### config.mk
export PLATFORM = sky130hd
export DESIGN_NAME = upset_fsm
export DESIGN_NICKNAME = d
export VERILOG_FILES = /design/src/rtl/upset_fsm_pkg.sv /design/src/rtl/req_sync.sv /design/src/rtl/onehot_guard.sv /design/src/rtl/upset_fsm.sv
export SDC_FILE = /design/constraint.sdc
export NUM_CORES = 1
export LEC_CHECK = 0
export CAP_MARGIN = 10
export CORE_AREA = 2 2 39 41
export CTS_CLUSTER_SIZE = 8
export DETAILED_ROUTE_END_ITERATION = 12
export DIE_AREA = 0 0 41 43
export DONT_BUFFER_PORTS = 1
export GPL_TIMING_DRIVEN = 0
export HOLD_SLACK_MARGIN = 0.08
export PLACE_DENSITY = 0.47
export SKIP_LAST_GASP = 1
export SLEW_MARGIN = 20
export SYNTH_ARGS = -nofsm -noshare
export SYNTH_HDL_FRONTEND = slang
export SYNTH_SLANG_ARGS = --single-unit
export TNS_END_PERCENT = 20
### constraint.sdc
create_clock -name clk -period 4.58 [get_ports clk]
set_input_delay 0 -clock clk [delete_from_list [all_inputs] [get_ports clk]]
set_output_delay 0 -clock clk [all_outputs]
set_load 0.02 [all_outputs]
### src/rtl/upset_fsm_pkg.sv
package upset_fsm_pkg;
  localparam int ST_W = 4;

  localparam int IX_IDLE = 0;
  localparam int IX_ARM  = 1;
  localparam int IX_RUN  = 2;
  localparam int IX_DONE = 3;

  typedef logic [ST_W-1:0] st_t;

  localparam st_t CODE_IDLE = st_t'(1) << IX_IDLE;
  localparam st_t CODE_ARM  = st_t'(1) << IX_ARM;
  localparam st_t CODE_RUN  = st_t'(1) << IX_RUN;
  localparam st_t CODE_DONE = st_t'(1) << IX_DONE;

  localparam int REQ_N  = 3;
  localparam int RQ_ARM   = 0;
  localparam int RQ_START = 1;
  localparam int RQ_STOP  = 2;
endpackage

### src/rtl/req_sync.sv
module req_sync #(
  parameter int WIDTH  = 3,
  parameter int STAGES = 2
) (
  input  logic             clk,
  input  logic             rst_i,
  input  logic [WIDTH-1:0] async_i,
  output logic [WIDTH-1:0] sync_o
);
  logic [WIDTH-1:0] chain [STAGES];

  for (genvar s = 0; s < STAGES; s++) begin : g_stage
    if (s == 0) begin : g_first
      always_ff @(posedge clk) begin
        if (rst_i) chain[s] <= '0;
        else       chain[s] <= async_i;
      end
    end else begin : g_next
      always_ff @(posedge clk) begin
        if (rst_i) chain[s] <= '0;
        else       chain[s] <= chain[s-1];
      end
    end
  end

  assign sync_o = chain[STAGES-1];
endmodule

### src/rtl/onehot_guard.sv
module onehot_guard #(
  parameter int W = 4
) (
  input  logic [W-1:0] code_i,
  output logic         legal_o
);
  localparam int CW = $clog2(W + 1);
  logic [CW-1:0] ones;

  always_comb begin
    ones = '0;
    for (int i = 0; i < W; i++) ones = ones + CW'(code_i[i]);
  end

  assign legal_o = (ones == CW'(1));
endmodule

### src/rtl/upset_fsm.sv
module upset_fsm
  import upset_fsm_pkg::*;
#(
  parameter int SYNC_STAGES = 2
) (
  input  logic clk,
  input  logic rst_i,
  input  logic req_arm_i,
  input  logic req_start_i,
  input  logic req_stop_i,
  output logic idle_o,
  output logic armed_o,
  output logic running_o,
  output logic done_o,
  output logic err_o
);
  logic [REQ_N-1:0] req_raw, req_s;
  st_t              state_q, state_d, state_vis;
  logic             legal;
  logic             err_q;

  assign req_raw[RQ_ARM]   = req_arm_i;
  assign req_raw[RQ_START] = req_start_i;
  assign req_raw[RQ_STOP]  = req_stop_i;

  req_sync #(.WIDTH(REQ_N), .STAGES(SYNC_STAGES)) u_sync (
    .clk(clk), .rst_i(rst_i), .async_i(req_raw), .sync_o(req_s)
  );

  onehot_guard #(.W(ST_W)) u_guard (
    .code_i(state_q), .legal_o(legal)
  );

  // Recovery is an explicit branch ahead of the step decode, so every
  // illegal word has a defined successor instead of a don't-care.
  always_comb begin
    state_d = CODE_IDLE;
    if (legal) begin
      unique case (1'b1)
        state_q[IX_IDLE]: state_d = req_s[RQ_ARM]   ? CODE_ARM  : CODE_IDLE;
        state_q[IX_ARM]:  state_d = req_s[RQ_START] ? CODE_RUN  : CODE_ARM;
        state_q[IX_RUN]:  state_d = req_s[RQ_STOP]  ? CODE_DONE : CODE_RUN;
        state_q[IX_DONE]: state_d = CODE_IDLE;
        default:          state_d = CODE_IDLE;
      endcase
    end
  end

  always_ff @(posedge clk) begin
    if (rst_i) begin
      state_q <= CODE_IDLE;
      err_q   <= 1'b0;
    end else begin
      state_q <= state_d;
      err_q   <= ~legal;
    end
  end

  assign state_vis = state_q & {ST_W{legal}};
  assign idle_o    = state_vis[IX_IDLE];
  assign armed_o   = state_vis[IX_ARM];
  assign running_o = state_vis[IX_RUN];
  assign done_o    = state_vis[IX_DONE];
  assign err_o     = err_q;
endmodule

==> metrics, run 1 <==
outcome=finished, final reports clean; RSZ-0062 raised after global routing=no; post-CTS setup buffer count=0; relative slew slack=73.4%; via count=288; worst hold start=req_start_i; worst-skew pair later-pin latency=270 ps; die area=1760 µm²; Wirelength per Cell=9.88 µm; worst slew pin tran=396 ps; nets@finish=58; reg-to-reg slack, setup=2410 ps; Max Buffers Root-to-Sink=2; Setup CP Type=reg -> out; layout cell share with drive strength beyond 1=8.16%; setup TNS=0 ps; Post-Synthesis Cell Area=415 µm²; die span in x=41 µm; Setup crit end kind=output pin; Worst path top cell family by delay=adder cells; global-route wire length before repair=1120 µm; Crit. Startpoint=state_q[1]; syn_nets=49; Required @ worst endpoint=4580 ps; WP buf/inv=2; overall routing resource usage=10.6%; commonest register cell after synthesis=dfxtp_1; largest net degree at the start of global routing=9; Synth async-reset ratio=0%; sequential share of the synthesized area=53.0%; I/O Buffers=0; antenna violations before repair=0; Pleak=0.218 nW; MaxCap Viol Count=0; Initial DRC Count=1; top cell type by total area after synthesis=dfxtp_1; core area=1380 µm²; worst-path fanout max=5; grt ovf=0; WL final=642 µm; initial core utilization=30.0%; Hold Crit Class=in -> reg; commonest cells in the netlist=11 x dfxtp_1, 6 x nor2b_1, 4 x and2_1, 4 x inv_1, 3 x nand2_1; Max Clk Rate=438 MHz; count leader, synth=dfxtp_1; final instance area=502 µm²; power consumption=186 µW; drt first pass iters=2; R2R cell count=7; Layout area overhead=20.8%; kind of start point of the critical path=flip-flop; Syn Inst Count=41; final cycle utilization of the critical path=49.8%; library cells used by synthesis=14; Cell Chain, Critical Path=ha_1 > inv_1 > fa_1 > inv_1 > ha_1 > nor3_1 > and2_1; Critical R2R Capture=state_q[0]; Crit path depth=7; Final Hold Viols=0; DP Area=435 µm²; Final setup violation count=0; Seq cells post-synth=11; max-slew violations=0; vias per std cell=4.43; Die Height=43 µm; Clock Skews=2.44 ps; number of global-route vias before repair=276; Clk pin slew, worst setup/hold paths=70 ps; Synth top area share=53.0%; Ys Warns=0; Arr. time, crit path=2280 ps; Final HPWL DP=453 µm; crit-path max cell delay=380 ps; Num CTS Buffers=3; antenna cell count=0; worst vdd ir=0.000209 V; Synth Area per Inst=10.1 µm²; CTS Root Cell=clkbuf_4; crit path to=done_o; Post-synth EDFFs=0; fin crit period=2280 ps; worst flop-to-flop path startpoint=state_q[1]; pwr/cell area=370 nW/µm²; Final Hold Slack=395 ps; I/O pins=10; top cells by area, synth=dfxtp_1 53%, nor2b_1 9.0%, and2_1 6.0%; DR DRC count=0; row cnt=14; Slowest-stage cell, CP=nor3_1; Detail Route Antenna Nets=0; Max H-tree Level=1; CTS tree=yes; # clock sinks=11; gpl congestion=0.635
[worst min path at each step]
stage | to | slack (ps) | cells past startpoint
finish | u_sync.chain[0][1] | 400 | 2
detailed placement | u_sync.chain[1][0] | 70 | 1
global route | u_sync.chain[0][1] | 400 | 2
CTS | u_sync.chain[0][0] | 380 | 2
floorplan | u_sync.chain[0][0] | 70 | 1
global placement | u_sync.chain[0][0] | 70 | 1
[repair_timing]
| item | 4_1_cts | 5_1_grt |
|---|---|---|
| setup endpoints to repair | 0 | 0 |
| endpoints found under the hold margin | 11 | 0 |
| hold buffers | 4 | 0 |
| gates resized for setup | 0 | 0 |
[cells in the final DEF, fill, tap and decap left out]
cell type and n:
a21oi_1 2, ha_1 2, dlygate4sd3_1 4, nor2_1 2, o21bai_1 1, fa_1 1, nand2_1 3, clkbuf_1 1
nand2b_1 2, nor2b_1 6, dfxtp_1 11, a21o_1 1, nor3_1 1, or4_4 1, inv_1 4, and2_1 4
clkbuf_4 3
[state kept, by name (all words and copies together), names as in the netlist]
| register | count |
|---|---|
| err_o | 1 |
| u_sync.chain | 6 |
| state_q | 4 |
[where the power goes]
group / switching, mW / total, mW / internal [mW]
Combinational: 0.00971 / 0.0181 / 0.00843
Sequential: 0.00267 / 0.102 / 0.0997
Clock: 0.0313 / 0.0650 / 0.0337
Total: 0.0437 / 0.186 / 0.142
[final cells by class]
class                           instances  area, µm²
Fill cell                             150        882
Inverter                                4       15.0
Tap cell                               16       20.0
Clock buffer                            4       26.3
Multi-Input combinational cell         26        180
Sequential cell                        11        220
Timing Repair Buffer                    4       40.0
[worst register-to-register path, delay by kind of cell, from the launching register on]
| kind | cells | cell delay, ps |
|---|---|---|
| AO/OA/AOI/OAI | 1 | 170 |
| adder cells (fa/ha/maj) | 3 | 870 |
| AND/OR/NAND/NOR | 1 | 570 |
| flip-flops | 1 | 350 |
| buffers and inverters | 2 | 110 |
[logic make-up (layout without fill, tap and decap cells)]
kind of cell | after synthesis | count (layout) | synth area share (%)
and+or+nand+nor | 19 | 19 | 26.5
DFF | 11 | 11 | 53.0
AOI/OAI and AO/OA | 4 | 4 | 6.03
buffers and inverters | 4 | 12 | 3.61
adders and majority gates | 3 | 3 | 10.8
[layer usage]
layer	routed length (µm)	track usage, %	up-vias
met2	327	15.3	13
li1	-	-	147
met5	0	0	-
met4	10	8.00	0
met3	60	7.85	2
met1	244	9.51	126
[through the flow]
step	utilization, %	instances	worst slack [ps]
final	36.3	65	2300
after global routing	36.3	65	2140
after CTS	36.3	65	2260
after detailed placement	31.5	57	2400
after global placement	31.5	57	2460
after floorplan	-	41	2520
No activity file was read; power rests on OpenSTA's default activity.
==> run 2, diff against run 1 <==
--- a/config.mk
+++ b/config.mk
@@ -5,6 +5,7 @@
 export SDC_FILE = /design/constraint.sdc
 export NUM_CORES = 1
 export LEC_CHECK = 0
+export ABC_AREA = 1
 export CAP_MARGIN = 10
 export CORE_AREA = 2 2 39 41
 export CTS_CLUSTER_SIZE = 8
@@ -13,7 +14,7 @@
 export DONT_BUFFER_PORTS = 1
 export GPL_TIMING_DRIVEN = 0
 export HOLD_SLACK_MARGIN = 0.08
-export PLACE_DENSITY = 0.47
+export PLACE_DENSITY = 0.51
 export SKIP_LAST_GASP = 1
 export SLEW_MARGIN = 20
 export SYNTH_ARGS = -nofsm -noshare
==> constraint.sdc (replaced) <==
create_clock -name clk -period 2.2 [get_ports clk]
set_input_delay 0 -clock clk [delete_from_list [all_inputs] [get_ports clk]]
set_output_delay 0 -clock clk [all_outputs]
set_load 0.02 [all_outputs]
==> run 2 against run 1 <==
  * Register-to-register slack got worse by 2000 ps
  * Count of clock-buffer cells in the layout did not move
  * Area after synthesis rose by 13%
  * Wire length rose by 8.6%
  * Via count rose by 18%
  * Sequential power rose by 110%
  * Final cell count rose by 26%
  * Flip-flop and latch count did not move
  * Global-route usage rose by 0.21 points
  * Largest cell class unchanged
==> metrics, run 2 <==
kind of start point of the critical path=flip-flop; Final HPWL DP=498 µm; max-slew violations=0; commonest register cell after synthesis=dfxtp_1; switching pwr=106 µW; number of global-route vias before repair=335; via count=341; Wirelength per Cell=8.50 µm; worst slew pin tran=382 ps; Final setup violation count=0; outcome=finished, final reports clean; Synth top area share=46.8%; Required @ worst endpoint=2200 ps; Arr. time, crit path=2160 ps; WP buf/inv=2; count leader, synth=nor2_1; final cycle utilization of the critical path=98.3%; global-route wire length before repair=1200 µm; layout cell share with drive strength beyond 1=12.1%; Ys Warns=0; row cnt=14; RSZ-0062 raised after global routing=yes; worst-path fanout max=5; Layout area overhead=24.7%; Seq cells post-synth=11; Num CTS Buffers=3; Synth Area per Inst=8.55 µm²; switch share=25.7%; CTS tree=yes; grt ovf=0; pre-CTS WS=281 ps; Initial DRC Count=2; die area=1760 µm²; sequential share of the synthesized area=46.8%; syn_nets=63; CTS Root Cell=clkbuf_4; Final Hold Slack=401 ps; I/O pins=10; vias per std cell=4.16; largest net degree at the start of global routing=10; most frequent cells in the layout=15 x nor2_1, 13 x inv_1, 11 x dfxtp_1; WL final=697 µm; die span in x=41 µm; Flop pwr share=52.2%; antenna cell count=0; Final Hold Viols=0; worst-skew pair later-pin latency=260 ps; fin crit period=2160 ps; Max Buffers Root-to-Sink=2; # clock sinks=11; most common cell after layout, fill and taps aside=nor2_1; Detail Route Antenna Nets=0; Setup crit end kind=output pin; Post-synth EDFFs=0; relative slew slack=74.4%; max reg flops=6; CTS resizes=0; Synth async-reset ratio=0%; clock power share=32.5%; Worst path top cell family by delay=adder cells; Syn Inst Count=55; worst vdd ir=0.000274 V; core area=1380 µm²; overall routing resource usage=10.8%; initial core utilization=34.0%; Post-Synthesis Cell Area=470 µm²; top cell type by total area after synthesis=dfxtp_1; power share of the combinational group=15.2%; Setup CP Type=reg -> out; Top reg by flops=u_sync.chain; nets@finish=75; post-CTS setup buffer count=0; Max Clk Rate=462 MHz; Die Height=43 µm; crit-path max cell delay=350 ps; library cells used by synthesis=13; Hold Crit Class=reg -> reg; pwr/cell area=701 nW/µm²; Clock Skews=1.50 ps; Max H-tree Level=1; Clk pin slew, worst setup/hold paths=70 ps; worst setup margin=37.5 ps; antenna violations before repair=0; Cell Chain, Critical Path=ha_1 > inv_1 > fa_1 > inv_1 > ha_1 > nor2_4 > nand2_4 > nor2_1; I/O Buffers=0; drt first pass iters=4; MaxCap Viol Count=0; internal power=306 µW; Slowest-stage cell, CP=fa_1; top cells by area, synth=dfxtp_1 47%, nor2_1 12%, inv_1 10%; commonest cells in the netlist=15 x nor2_1, 13 x inv_1, 11 x dfxtp_1; DR DRC count=0; Pleak=0.288 nW; gpl congestion=0.623
-- run 2: power by group through the flow --
stage	logic (mW)	clock network, mW	registers [mW]
5_1_grt	0.0704	0.155	0.216
4_1_cts	0.0637	0.143	0.215
2_1_floorplan	0.0469	0	0.219
3_5_place_dp	0.0538	0	0.220
6_report	0.0627	0.134	0.215
3_3_place_gp	0.0528	0	0.220
-- run 2: area by class of cell --
cell class	instances	area (µm²)
multi-input combinational	30	190
inverter	13	48.8
buffer	1	11.3
sequential	11	220
fill	148	797
tap	16	20.0
clock buffer	4	26.3
timing repair buffer	7	70.1
-- run 2: cell families (layout without fill, tap and decap cells) --
group	count (synthesis)	count (layout)	synth area share, %
compound gates	4	4	5.32
flops	11	11	46.8
fa+ha+maj	3	3	9.57
buf+inv	14	25	12.8
simple gates	23	23	25.5
-- run 2: per-layer routing --
layer	GRT usage, %	part of all wire, %	up-vias
li1	-	-	183
met1	11.5	44	148
met2	15.0	47	8
met3	4.71	6.6	2
met4	10.0	1.9	0
met5	0	0	-
-- run 2: path summary, 6_finish.rpt --
check | start | end | slack (ps) | depth (start not counted)
worst min-delay path | u_sync.chain[0][1] | u_sync.chain[1][1] | 400 | 2
worst max-delay path | state_q[1] | armed_o | 40 | 8
worst min register to register | u_sync.chain[0][1] | u_sync.chain[1][1] | 400 | 2
worst max register to register | state_q[1] | state_q[0] | 380 | 9
-- run 2: through the flow --
stage	cell area, µm²	util (%)	TNS (ps)	instances	power, mW
finish	587	42.4	0	82	0.412
global route	587	42.4	-367	82	0.441
CTS	587	42.4	-15.9	82	0.421
detailed placement	490	35.4	0	71	0.274
global placement	490	35.4	0	71	0.272
floorplan	470	-	0	55	0.266
-- run 2: timing repair --
action | CTS | global route
endpoints found under the setup margin | 4 | 4
hold buffers | 7 | 0
endpoints found under the hold margin | 11 | 0
-- run 2: tightest hold or removal path, delay by kind of cell, from the launching register on --
kind	cells	cell delay, ps
buffers and inverters	1	40
AND/OR/NAND/NOR	1	30
flip-flops	1	300
